## config.mk

```make
export PLATFORM = sky130hd
export DESIGN_NAME = seq_alu32
export DESIGN_NICKNAME = d
export VERILOG_FILES = /design/src/rtl/seq_alu_pkg.sv /design/src/rtl/seq_alu_slice.sv /design/src/rtl/seq_alu_flags.sv /design/src/rtl/seq_alu32.sv
export SDC_FILE = /design/constraint.sdc
export NUM_CORES = 1
export LEC_CHECK = 0
export ABC_AREA = 1
export BUFFER_PORTS_ARGS = -buffer_cell sky130_fd_sc_hd__buf_2
export CORE_MARGIN = 3
export CORE_UTILIZATION = 55
export DETAILED_ROUTE_END_ITERATION = 12
export GPL_TIMING_DRIVEN = 0
export PLACE_DENSITY = 0.83
export SETUP_SLACK_MARGIN = 0.05
export SLEW_MARGIN = 10
export SYNTH_ARGS = -nofsm -noshare
export SYNTH_HDL_FRONTEND = slang
export SYNTH_SLANG_ARGS = --single-unit
```

## constraint.sdc

```tcl
create_clock -name clk -period 5.3 [get_ports clk]
set_clock_uncertainty 0.15 [all_clocks]
set_input_delay 1.06 -clock clk [delete_from_list [all_inputs] [get_ports clk]]
set_output_delay 1.06 -clock clk [all_outputs]
set_load 0.01 [all_outputs]
```

## src/rtl/seq_alu_pkg.sv

```systemverilog
package seq_alu_pkg;

    localparam int ALU_WORD_W = 32;
    localparam int ALU_LANE_W = 8;

    typedef enum logic [2:0] {
        OP_ADD = 3'd0,
        OP_SUB = 3'd1,
        OP_AND = 3'd2,
        OP_OR  = 3'd3,
        OP_XOR = 3'd4
    } alu_op_e;

    typedef enum logic [1:0] {
        SZ_BYTE = 2'd0,
        SZ_WORD = 2'd1,
        SZ_LONG = 2'd2
    } alu_size_e;

    typedef struct packed {
        logic x;
        logic n;
        logic z;
        logic v;
        logic c;
    } ccr_t;

endpackage

```

## src/rtl/seq_alu_slice.sv

```systemverilog
// One pass of the narrow datapath: add/sub/logic over W bits, with the
// carry and overflow of the low lane reported separately for byte sizes.
module seq_alu_slice
    import seq_alu_pkg::*;
#(
    parameter int W      = 16,
    parameter int LANE_W = 8
) (
    input  alu_op_e          op,
    input  logic [W-1:0]     a,
    input  logic [W-1:0]     b,
    input  logic             cin,
    output logic [W-1:0]     res,
    output logic             is_arith,
    output logic             c_lane,
    output logic             v_lane,
    output logic             c_top,
    output logic             v_top
);
    logic [W:0]      full_ext;
    logic [LANE_W:0] lane_ext;
    logic            sgn_top;
    logic            sgn_lane;

    always_comb begin
        full_ext = '0;
        lane_ext = '0;
        case (op)
            OP_ADD: begin
                full_ext = {1'b0, a} + {1'b0, b} + {{W{1'b0}}, cin};
                lane_ext = {1'b0, a[LANE_W-1:0]} + {1'b0, b[LANE_W-1:0]}
                         + {{LANE_W{1'b0}}, cin};
            end
            OP_SUB: begin
                full_ext = {1'b0, a} - {1'b0, b} - {{W{1'b0}}, cin};
                lane_ext = {1'b0, a[LANE_W-1:0]} - {1'b0, b[LANE_W-1:0]}
                         - {{LANE_W{1'b0}}, cin};
            end
            OP_AND:  full_ext = {1'b0, a & b};
            OP_OR:   full_ext = {1'b0, a | b};
            default: full_ext = {1'b0, a ^ b};
        endcase
    end

    assign res      = full_ext[W-1:0];
    assign is_arith = (op == OP_ADD) || (op == OP_SUB);

    // Signed overflow: operands agree (add) or differ (sub) in sign and
    // the result sign departs from the destination sign.
    assign sgn_top  = (op == OP_ADD) ? (a[W-1] == b[W-1]) : (a[W-1] != b[W-1]);
    assign sgn_lane = (op == OP_ADD) ? (a[LANE_W-1] == b[LANE_W-1])
                                     : (a[LANE_W-1] != b[LANE_W-1]);

    assign c_top  = is_arith & full_ext[W];
    assign c_lane = is_arith & lane_ext[LANE_W];
    assign v_top  = is_arith & sgn_top  & (full_ext[W-1] != a[W-1]);
    assign v_lane = is_arith & sgn_lane & (lane_ext[LANE_W-1] != a[LANE_W-1]);

endmodule

```

## src/rtl/seq_alu_flags.sv

```systemverilog
// Builds the condition codes for the pass that completes an operation.
module seq_alu_flags
    import seq_alu_pkg::*;
#(
    parameter int W      = 16,
    parameter int LANE_W = 8
) (
    input  alu_size_e        size_sel,
    input  logic             is_arith,
    input  logic [W-1:0]     res,
    input  logic             c_lane,
    input  logic             v_lane,
    input  logic             c_top,
    input  logic             v_top,
    input  logic             lo_zero,
    input  logic             x_keep,
    output ccr_t             ccr
);
    logic lane_zero;
    logic full_zero;

    assign lane_zero = (res[LANE_W-1:0] == '0);
    assign full_zero = (res == '0);

    always_comb begin
        ccr = '0;
        case (size_sel)
            SZ_BYTE: begin
                ccr.n = res[LANE_W-1];
                ccr.z = lane_zero;
                ccr.v = v_lane;
                ccr.c = c_lane;
            end
            SZ_WORD: begin
                ccr.n = res[W-1];
                ccr.z = full_zero;
                ccr.v = v_top;
                ccr.c = c_top;
            end
            default: begin
                ccr.n = res[W-1];
                ccr.z = full_zero & lo_zero;
                ccr.v = v_top;
                ccr.c = c_top;
            end
        endcase
        ccr.x = is_arith ? ccr.c : x_keep;
    end

endmodule

```

## src/rtl/seq_alu32.sv

```systemverilog
module seq_alu32
    import seq_alu_pkg::*;
#(
    parameter int DATA_W = ALU_WORD_W,
    parameter int BYTE_W = ALU_LANE_W
) (
    input  logic              clk,
    input  logic              rst_n,
    input  logic              start,
    input  logic [2:0]        op,
    input  logic [1:0]        size,
    input  logic [DATA_W-1:0] src,
    input  logic [DATA_W-1:0] dst,
    input  logic              x_in,
    output logic [DATA_W-1:0] result,
    output logic [4:0]        flags,
    output logic              done
);
    localparam int HALF_W = DATA_W / 2;

    typedef struct packed {
        logic              busy;
        logic              done;
        alu_op_e           op;
        logic              x;
        logic [HALF_W-1:0] src_hi;
        logic [HALF_W-1:0] dst_hi;
        logic [HALF_W-1:0] res_lo;
        logic              carry;
        logic              lo_zero;
        logic [DATA_W-1:0] result;
        ccr_t              ccr;
    } state_t;

    state_t state_d, state_q;

    alu_op_e           sl_op;
    logic [HALF_W-1:0] sl_a, sl_b, sl_res;
    logic              sl_cin, sl_arith;
    logic              sl_c_lane, sl_v_lane, sl_c_top, sl_v_top;
    alu_size_e         eff_size;
    logic              x_keep;
    ccr_t              pass_ccr;
    logic              busy;

    // Second pass (busy) replays the latched high halves with the carry.
    always_comb begin
        if (state_q.busy) begin
            sl_op    = state_q.op;
            sl_a     = state_q.dst_hi;
            sl_b     = state_q.src_hi;
            sl_cin   = state_q.carry;
            eff_size = SZ_LONG;
            x_keep   = state_q.x;
        end else begin
            sl_op    = alu_op_e'(op);
            sl_a     = dst[HALF_W-1:0];
            sl_b     = src[HALF_W-1:0];
            sl_cin   = 1'b0;
            eff_size = size[1] ? SZ_LONG : alu_size_e'(size);
            x_keep   = x_in;
        end
    end

    seq_alu_slice #(.W(HALF_W), .LANE_W(BYTE_W)) u_slice (
        .op       (sl_op),
        .a        (sl_a),
        .b        (sl_b),
        .cin      (sl_cin),
        .res      (sl_res),
        .is_arith (sl_arith),
        .c_lane   (sl_c_lane),
        .v_lane   (sl_v_lane),
        .c_top    (sl_c_top),
        .v_top    (sl_v_top)
    );

    seq_alu_flags #(.W(HALF_W), .LANE_W(BYTE_W)) u_flags (
        .size_sel (eff_size),
        .is_arith (sl_arith),
        .res      (sl_res),
        .c_lane   (sl_c_lane),
        .v_lane   (sl_v_lane),
        .c_top    (sl_c_top),
        .v_top    (sl_v_top),
        .lo_zero  (state_q.lo_zero),
        .x_keep   (x_keep),
        .ccr      (pass_ccr)
    );

    always_comb begin
        state_d      = state_q;
        state_d.done = 1'b0;
        if (state_q.busy) begin
            state_d.busy   = 1'b0;
            state_d.done   = 1'b1;
            state_d.result = {sl_res, state_q.res_lo};
            state_d.ccr    = pass_ccr;
        end else if (start) begin
            if (size[1]) begin
                state_d.busy    = 1'b1;
                state_d.op      = alu_op_e'(op);
                state_d.x       = x_in;
                state_d.src_hi  = src[DATA_W-1:HALF_W];
                state_d.dst_hi  = dst[DATA_W-1:HALF_W];
                state_d.res_lo  = sl_res;
                state_d.carry   = sl_c_top;
                state_d.lo_zero = (sl_res == '0);
            end else begin
                state_d.done = 1'b1;
                state_d.ccr  = pass_ccr;
                if (size[0]) begin
                    state_d.result = {dst[DATA_W-1:HALF_W], sl_res};
                end else begin
                    state_d.result = {dst[DATA_W-1:BYTE_W], sl_res[BYTE_W-1:0]};
                end
            end
        end
    end

    always_ff @(posedge clk or negedge rst_n) begin
        if (!rst_n) begin
            state_q <= '0;
        end else begin
            state_q <= state_d;
        end
    end

    assign busy   = state_q.busy;
    assign result = state_q.result;
    assign flags  = state_q.ccr;
    assign done   = state_q.done;

endmodule

```

==> impl_metrics.prom, run 1 <==
# TYPE chip_impl_metric gauge
chip_impl_metric{name="area_occupied_by_multi_input_gates",unit="mm2"} 0.00422
chip_impl_metric{name="grt_start_max_net_pins",unit=""} 67
chip_impl_metric{name="drtAntennaViolNets",unit=""} 0
chip_impl_metric{name="cellPowerDensity",unit="mW/mm2"} 317
chip_impl_metric{name="finalSetupTns",unit="ns"} 0
chip_impl_info{name="critPathCaptureType",value="register"} 1
chip_impl_metric{name="fp.dieArea",unit="mm2"} 0.0154
chip_impl_info{name="crit_path_top_delay_cell",value="clkbuf_1"} 1
chip_impl_metric{name="drt_iter0_drc",unit=""} 912
chip_impl_metric{name="cts_inserted_buffers",unit=""} 9
chip_impl_metric{name="start_util",unit=""} 0.571
chip_impl_metric{name="timing.critical_path.slowest_cell_delay",unit="ns"} 0.53
chip_impl_metric{name="final_cells",unit=""} 1455
chip_impl_metric{name="place_hpwl",unit="mm"} 19.1
chip_impl_info{name="critPathKind",value="register to register"} 1
chip_impl_metric{name="timing.critical_path.buf_inv",unit=""} 4
chip_impl_metric{name="final_hold_viol_count",unit=""} 0
chip_impl_metric{name="synth-edff-count",unit=""} 0
chip_impl_metric{name="async_flop_share",unit=""} 1.00
chip_impl_metric{name="syn_nets",unit=""} 1290
chip_impl_metric{name="number_of_global_route_vias_before_repair",unit=""} 7354
chip_impl_metric{name="dp.cells",unit=""} 1439
chip_impl_info{name="outcome",value="complete, no violations"} 1
chip_impl_metric{name="ys_seq_area_frac",unit=""} 0.303
chip_impl_metric{name="grt_antenna_before_repair",unit=""} 0
chip_impl_metric{name="grt_first_pass_wirelength",unit="mm"} 37.2
chip_impl_metric{name="worst_setup_hold_path_clk_slew",unit="ns"} 0.07
chip_impl_metric{name="detail_route.wirelength",unit="mm"} 24.0
chip_impl_metric{name="final_layout_size_suffix_gt1_frac",unit=""} 0.169
chip_impl_metric{name="die_h",unit="um"} 124
chip_impl_metric{name="post_synth_num_cell_types",unit=""} 37
chip_impl_metric{name="hold_path_depth",unit=""} 2
chip_impl_metric{name="holdBufCountCts",unit=""} 0
chip_impl_info{name="path_delay_family",value="simple AND/OR/NAND/NOR gates"} 1
chip_impl_info{name="ys.flop_type",value="dfrtp_1"} 1
chip_impl_metric{name="timing.final.crit_period",unit="ns"} 4.85
chip_impl_metric{name="worstMarginPinSlew",unit="ns"} 0.962
chip_impl_info{name="timing.critical_path.cells",value="buf_6 > clkbuf_1 > clkbuf_1 > nand2_1 > fa_1 > fa_1 > inv_1 > nand2_1 > nand2_1 > nand2_1 > nand2_1 > nand3_1 > or2_0 > nand3_1 > nand2_1 > nor2_1 > nand2_1 > nor2_1 > nand2_1 > a21oi_1 > nor2_1 > nor2_1"} 1
chip_impl_metric{name="drt_pass1_iterations",unit=""} 6
chip_impl_info{name="hold_path_end",value="state_q[74]"} 1
chip_impl_info{name="cp_common_cell",value="nand2_1"} 1
chip_impl_metric{name="rr_worst_depth",unit=""} 22
chip_impl_metric{name="globalplace.congestion",unit=""} 1.01
chip_impl_metric{name="crit_path_max_fanout",unit=""} 10
chip_impl_metric{name="seq_area",unit="mm2"} 0.00233
chip_impl_metric{name="worst_skew_pair.late_latency",unit="ns"} 0.34
chip_impl_metric{name="antenna-diode-count",unit=""} 0
chip_impl_metric{name="area_post_placement",unit="mm2"} 0.00848
chip_impl_metric{name="drc",unit=""} 0
chip_impl_metric{name="r2r_slack",unit="ns"} 0.45
chip_impl_metric{name="postLayoutCellArea",unit="mm2"} 0.00878
chip_impl_info{name="worstReg2RegStart",value="busy"} 1
chip_impl_metric{name="fin_crit_sh",unit=""} 0.915
chip_impl_metric{name="clkSinkCount",unit=""} 93
chip_impl_metric{name="total_congestion_overflow",unit=""} 0
chip_impl_metric{name="grt_usage",unit=""} 0.315
chip_impl_metric{name="fp.dieW",unit="um"} 124
chip_impl_metric{name="max_freq",unit="MHz"} 206
chip_impl_metric{name="fin_worst_hold_slack",unit="ns"} 0.319
chip_impl_info{name="startpoint_of_the_lowest_slack_hold_path",value="state_q[74]"} 1
chip_impl_info{name="clockRootBuffer",value="clkbuf_16"} 1
chip_impl_metric{name="via_count",unit=""} 7995
chip_impl_metric{name="fillCellCount",unit=""} 1248
chip_impl_metric{name="placementRows",unit=""} 42
chip_impl_metric{name="post_cts.repair.setup_buffers",unit=""} 0
chip_impl_metric{name="cap_viol_max_count",unit=""} 0
chip_impl_metric{name="final-setup-viol-count",unit=""} 0
chip_impl_metric{name="max-slew-margin-rel",unit=""} 0.352
chip_impl_info{name="r2r_end",value="flags[2]"} 1
chip_impl_metric{name="wl_per_cell",unit="um"} 16.5
chip_impl_metric{name="postLayoutCoreUtil",unit=""} 0.653
chip_impl_metric{name="port-buffer-count",unit=""} 109
chip_impl_metric{name="cts-resized-gates",unit=""} 0
chip_impl_metric{name="ioPinCount",unit=""} 111
chip_impl_metric{name="leakagePower",unit="uW"} 0.00490
chip_impl_info{name="tritoncts",value="yes"} 1
chip_impl_metric{name="design.final.nets",unit=""} 1411
chip_impl_metric{name="max_root_sink_buffers",unit=""} 2
chip_impl_metric{name="drt-vias-per-instance",unit=""} 5.49
chip_impl_metric{name="postSynthCellCount",unit=""} 1153
chip_impl_metric{name="worst-endpoint-arrival",unit="ns"} 4.98
chip_impl_info{name="rsz0062_at_grt",value="no"} 1
chip_impl_metric{name="timing.final.max_slew_violations",unit=""} 0
chip_impl_metric{name="yosysWarningCount",unit=""} 0
chip_impl_metric{name="placeableCoreArea",unit="mm2"} 0.0135
chip_impl_metric{name="cp.required",unit="ns"} 5.43
chip_impl_metric{name="flow.area_growth_from_synthesis",unit="%"} 14.3
chip_impl_metric{name="synth_seq_cells",unit=""} 93
chip_impl_metric{name="htree_levels",unit=""} 3
chip_impl_metric{name="synth.cell_area",unit="mm2"} 0.00768
chip_impl_info{name="holdCritPathClass",value="register to register"} 1
chip_impl_metric{name="ir_worst_vdd",unit="V"} 0.000243
chip_impl_info{name="crit_path_start_kind",value="register"} 1
chip_impl_metric{name="synthesis.area_per_instance",unit="um2"} 6.66
-- Yosys cell counts, types with 3 or more instances --
cell type  count  area share
nand2_1      358        0.17
inv_1        179       0.087
dfrtp_1       93        0.30
o21ai_0       88       0.057
nor2_1        77       0.038
nand3_1       68       0.044
ha_1          60       0.098
a21oi_1       41       0.027
buf_4         38       0.037
or2_2         33       0.027
clkbuf_1      29       0.014
o221ai_1      18       0.021
o211ai_1      14       0.014
nand4_1        8      0.0065
nand3b_1       6      0.0059
buf_2          4      0.0026
fa_1           4       0.010
nand2_2        4      0.0033
and2_1         3      0.0024
buf_6          3      0.0044
xor2_1         3      0.0034
-- worst max path at each step --
stage	startpoint	cells past startpoint	to
after CTS	busy	22	flags[2]
after global routing	busy	22	flags[2]
after detailed placement	busy	22	flags[2]
after global placement	busy	22	flags[2]
after floorplan	dst[0]	20	flags[2]
final	busy	22	flags[2]
-- cell usage in the layout, fill, tap and decap left out, types with 18 or more instances in the layout --
cell type / count
nand3_1: 68
nor2_1: 77
o21ai_0: 88
buf_4: 39
a21oi_1: 41
ha_1: 60
buf_2: 112
nand2_1: 358
dfrtp_1: 93
clkbuf_1: 29
or2_2: 33
o221ai_1: 18
inv_1: 179
-- where the power goes --
group          internal, uW  switching, uW  leakage (uW)
sequential              846           78.1       0.00116
combinational           459            750       0.00360
clock                   336            313      0.000146
total                  1640           1140       0.00490
-- area by class of cell --
type | instances | share of cell area
clock buffer | 9 | 0.0256
timing repair buffer | 110 | 0.0655
buffer | 75 | 0.0514
multi-input combinational | 803 | 0.481
tap | 176 | 0.0251
clock inverter | 7 | 0.00912
inverter | 182 | 0.0778
sequential | 93 | 0.265
-- per-stage QoR --
step           setup WS, ns  power, uW
4_1_cts               0.575       2760
3_5_place_dp          0.612       2110
5_1_grt               0.134       2970
6_report              0.448       2780
2_1_floorplan          1.51       1750
3_3_place_gp          0.662       2090
-- layer usage --
| metal | track usage | part of all wire | up-vias |
|---|---|---|---|
| met5 | 0 | 0 | - |
| met4 | 0.108 | 0.031 | 0 |
| met3 | 0.0677 | 0.11 | 61 |
| met2 | 0.507 | 0.46 | 460 |
| met1 | 0.422 | 0.40 | 3643 |
| li1 | - | - | 3831 |
-- worst min-delay path: cells and delay by family, from the launching register on --
kind | cells | cell delay [ns]
flip-flops | 1 | 0.34
AND/OR/NAND/NOR | 2 | 0.10
-- logic make-up after synthesis --
logic type / count (synthesis) / synth area share
xor+xnor: 4 / 0.00456
compound gates: 171 / 0.128
fa+ha+maj: 64 / 0.108
buf+inv: 257 / 0.148
simple gates: 564 / 0.308
flops: 93 / 0.303
-- sequential cells by signal (all words and copies together), names as in the netlist --
signal and count:
done 1, busy 1, flags 5, state_q 54, result 32
(Power assumes the default switching activity.)
==> run 2, diff against run 1 <==
--- a/config.mk
+++ b/config.mk
@@ -10,8 +10,9 @@
 export CORE_MARGIN = 3
 export CORE_UTILIZATION = 55
 export DETAILED_ROUTE_END_ITERATION = 12
+export GPL_ROUTABILITY_DRIVEN = 0
 export GPL_TIMING_DRIVEN = 0
-export PLACE_DENSITY = 0.83
+export PLACE_DENSITY_LB_ADDON = 0.25
 export SETUP_SLACK_MARGIN = 0.05
 export SLEW_MARGIN = 10
 export SYNTH_ARGS = -nofsm -noshare
==> impl_metrics.prom, run 2 (synthesis gave the netlist of run 1 again) <==
# TYPE chip_impl_metric gauge
chip_impl_info{name="hold_path_end",value="state_q[79]"} 1
chip_impl_metric{name="drt_pass1_iterations",unit=""} 7
chip_impl_info{name="rsz0062_at_grt",value="no"} 1
chip_impl_metric{name="antenna-diode-count",unit=""} 0
chip_impl_metric{name="timing.final.crit_period",unit="ns"} 4.86
chip_impl_info{name="timing.critical_path.cells",value="buf_6 > clkbuf_1 > clkbuf_1 > nand2_1 > fa_1 > fa_1 > inv_1 > nand2_1 > nand2_1 > nand2_1 > nand2_1 > nand3_1 > or2_0 > nand3_1 > nand2_1 > nor2_1 > nand2_1 > nor2_1 > nand2_1 > a21oi_1 > nor2_1 > nor2_1"} 1
chip_impl_metric{name="worst_setup_hold_path_clk_slew",unit="ns"} 0.07
chip_impl_metric{name="clkSinkCount",unit=""} 93
chip_impl_info{name="crit_path_top_delay_cell",value="fa_1"} 1
chip_impl_metric{name="wl_per_cell",unit="um"} 16.4
chip_impl_metric{name="final_layout_size_suffix_gt1_frac",unit=""} 0.169
chip_impl_metric{name="crit_path_max_fanout",unit=""} 10
chip_impl_info{name="path_delay_family",value="simple AND/OR/NAND/NOR gates"} 1
chip_impl_info{name="outcome",value="complete, no violations"} 1
chip_impl_metric{name="hold_path_depth",unit=""} 2
chip_impl_metric{name="worst_skew_pair.late_latency",unit="ns"} 0.36
chip_impl_metric{name="timing.critical_path.slowest_cell_delay",unit="ns"} 0.51
chip_impl_info{name="tritoncts",value="yes"} 1
chip_impl_metric{name="total_congestion_overflow",unit=""} 0
chip_impl_metric{name="via_count",unit=""} 7969
chip_impl_metric{name="leakagePower",unit="uW"} 0.00492
chip_impl_metric{name="detail_route.wirelength",unit="mm"} 23.9
chip_impl_info{name="clockRootBuffer",value="clkbuf_16"} 1
chip_impl_metric{name="grt_first_pass_wirelength",unit="mm"} 36.5
chip_impl_metric{name="final_hold_viol_count",unit=""} 0
chip_impl_metric{name="max_freq",unit="MHz"} 206
chip_impl_metric{name="drtAntennaViolNets",unit=""} 0
chip_impl_info{name="most_frequent_standard_cell_in_the_layout_excluding_fill_and_tap_cells",value="nand2_1"} 1
chip_impl_metric{name="holdBufCountCts",unit=""} 0
chip_impl_info{name="critPathKind",value="register to register"} 1
chip_impl_info{name="registers.top_by_ff_count",value="state_q"} 1
chip_impl_metric{name="post_cts.repair.setup_buffers",unit=""} 0
chip_impl_metric{name="cts_inserted_buffers",unit=""} 9
chip_impl_info{name="worstReg2RegStart",value="busy"} 1
chip_impl_metric{name="fillCellCount",unit=""} 1289
chip_impl_metric{name="largest_register_ffs",unit=""} 54
chip_impl_metric{name="max_root_sink_buffers",unit=""} 2
chip_impl_metric{name="worstMarginPinSlew",unit="ns"} 0.949
chip_impl_metric{name="seq_area",unit="mm2"} 0.00233
chip_impl_info{name="crit_path_start_kind",value="register"} 1
chip_impl_metric{name="dp.cells",unit=""} 1439
chip_impl_metric{name="ioPinCount",unit=""} 111
chip_impl_metric{name="route.layer.met1.wl",unit="mm"} 9.63
chip_impl_info{name="critPathCaptureType",value="register"} 1
chip_impl_metric{name="worst-endpoint-arrival",unit="ns"} 5.00
chip_impl_info{name="startpoint_of_the_lowest_slack_hold_path",value="state_q[79]"} 1
chip_impl_metric{name="met2RoutedLength",unit="mm"} 10.8
chip_impl_metric{name="drt_iter0_drc",unit=""} 822
chip_impl_metric{name="drt-vias-per-instance",unit=""} 5.48
chip_impl_metric{name="grt_start_max_net_pins",unit=""} 66
chip_impl_metric{name="fp.dieArea",unit="mm2"} 0.0154
chip_impl_metric{name="number_of_global_route_vias_before_repair",unit=""} 7060
chip_impl_metric{name="grt_usage",unit=""} 0.313
chip_impl_metric{name="r2r_slack",unit="ns"} 0.44
chip_impl_metric{name="fp.dieW",unit="um"} 124
chip_impl_info{name="holdCritPathClass",value="register to register"} 1
chip_impl_metric{name="place_hpwl",unit="mm"} 18.8
chip_impl_metric{name="max-slew-margin-rel",unit=""} 0.361
chip_impl_info{name="final_cell_mix",value="358 x nand2_1, 179 x inv_1, 112 x buf_2"} 1
chip_impl_metric{name="area_occupied_by_multi_input_gates",unit="mm2"} 0.00422
chip_impl_metric{name="rr_worst_depth",unit=""} 22
chip_impl_metric{name="postLayoutCoreUtil",unit=""} 0.655
chip_impl_metric{name="htree_levels",unit=""} 3
chip_impl_metric{name="design.final.nets",unit=""} 1411
chip_impl_metric{name="final-setup-viol-count",unit=""} 0
chip_impl_metric{name="timing.critical_path.buf_inv",unit=""} 4
chip_impl_metric{name="timing.final.max_slew_violations",unit=""} 0
chip_impl_metric{name="final_cells",unit=""} 1455
chip_impl_metric{name="cap_viol_max_count",unit=""} 0
chip_impl_metric{name="placementRows",unit=""} 42
chip_impl_metric{name="cts-resized-gates",unit=""} 0
chip_impl_metric{name="met3_length",unit="mm"} 2.61
chip_impl_metric{name="grt_antenna_before_repair",unit=""} 0
chip_impl_metric{name="cellPowerDensity",unit="mW/mm2"} 325
chip_impl_metric{name="fin_crit_sh",unit=""} 0.917
chip_impl_metric{name="placeableCoreArea",unit="mm2"} 0.0135
chip_impl_info{name="dr.max_layer_used",value="met4"} 1
chip_impl_metric{name="die_h",unit="um"} 124
chip_impl_metric{name="cp.required",unit="ns"} 5.44
chip_impl_metric{name="port-buffer-count",unit=""} 109
chip_impl_metric{name="start_util",unit=""} 0.571
chip_impl_metric{name="ir_worst_vdd",unit="V"} 0.000268
chip_impl_metric{name="finalSetupTns",unit="ns"} 0
chip_impl_info{name="cp_common_cell",value="nand2_1"} 1
chip_impl_info{name="r2r_end",value="flags[2]"} 1
chip_impl_metric{name="drc",unit=""} 0
chip_impl_metric{name="flow.area_growth_from_synthesis",unit="%"} 14.7
chip_impl_info{name="worstSetupStartpoint",value="busy"} 1
[run 2: worst max-delay path by stage]
stage                           to  slack [ns]  depth (start not counted)
after floorplan           flags[2]        1.51                         20
after global placement    flags[2]        0.67                         22
after detailed placement  flags[2]        0.59                         22
after CTS                 flags[2]        0.56                         22
after global routing      flags[2]        0.26                         21
final                     flags[2]        0.44                         22
[run 2: where the power goes]
group / total [uW] / switching (uW) / leakage (uW) / internal [uW]
clock network: 727 / 305 / 0.000164 / 422
logic: 1210 / 748 / 0.00360 / 459
registers: 925 / 78.4 / 0.00116 / 846
[run 2: metal layers]
metal,vias to the layer above,GRT usage
met5,-,0
met4,0,0.123
met3,67,0.0618
met2,433,0.478
met1,3642,0.437
li1,3827,-
[run 2: cell type report]
cell class,count,area share
buffer,75,0.0513
inverter,182,0.0775
clock buffer,9,0.0256
tap,176,0.0250
timing repair buffer,110,0.0653
multi-input combinational,803,0.479
sequential,93,0.264
clock inverter,7,0.0119
[run 2: stage by stage]
stage                     hold slack [ns]  total power (uW)  cell area (um2)  setup slack [ns]
after floorplan                     0.284              1750             7680              1.51
after global placement              0.297              2080             8450             0.668
after detailed placement            0.305              2110             8480             0.593
after CTS                           0.321              2840             8810             0.558
after global routing                0.338              3040             8810             0.259
final                               0.317              2860             8810             0.441
[run 2: tightest hold or removal path: cells and delay by family, from the launching register on]
kind             cells  cell delay, ns
and+or+nand+nor      2            0.09
DFF                  1            0.34
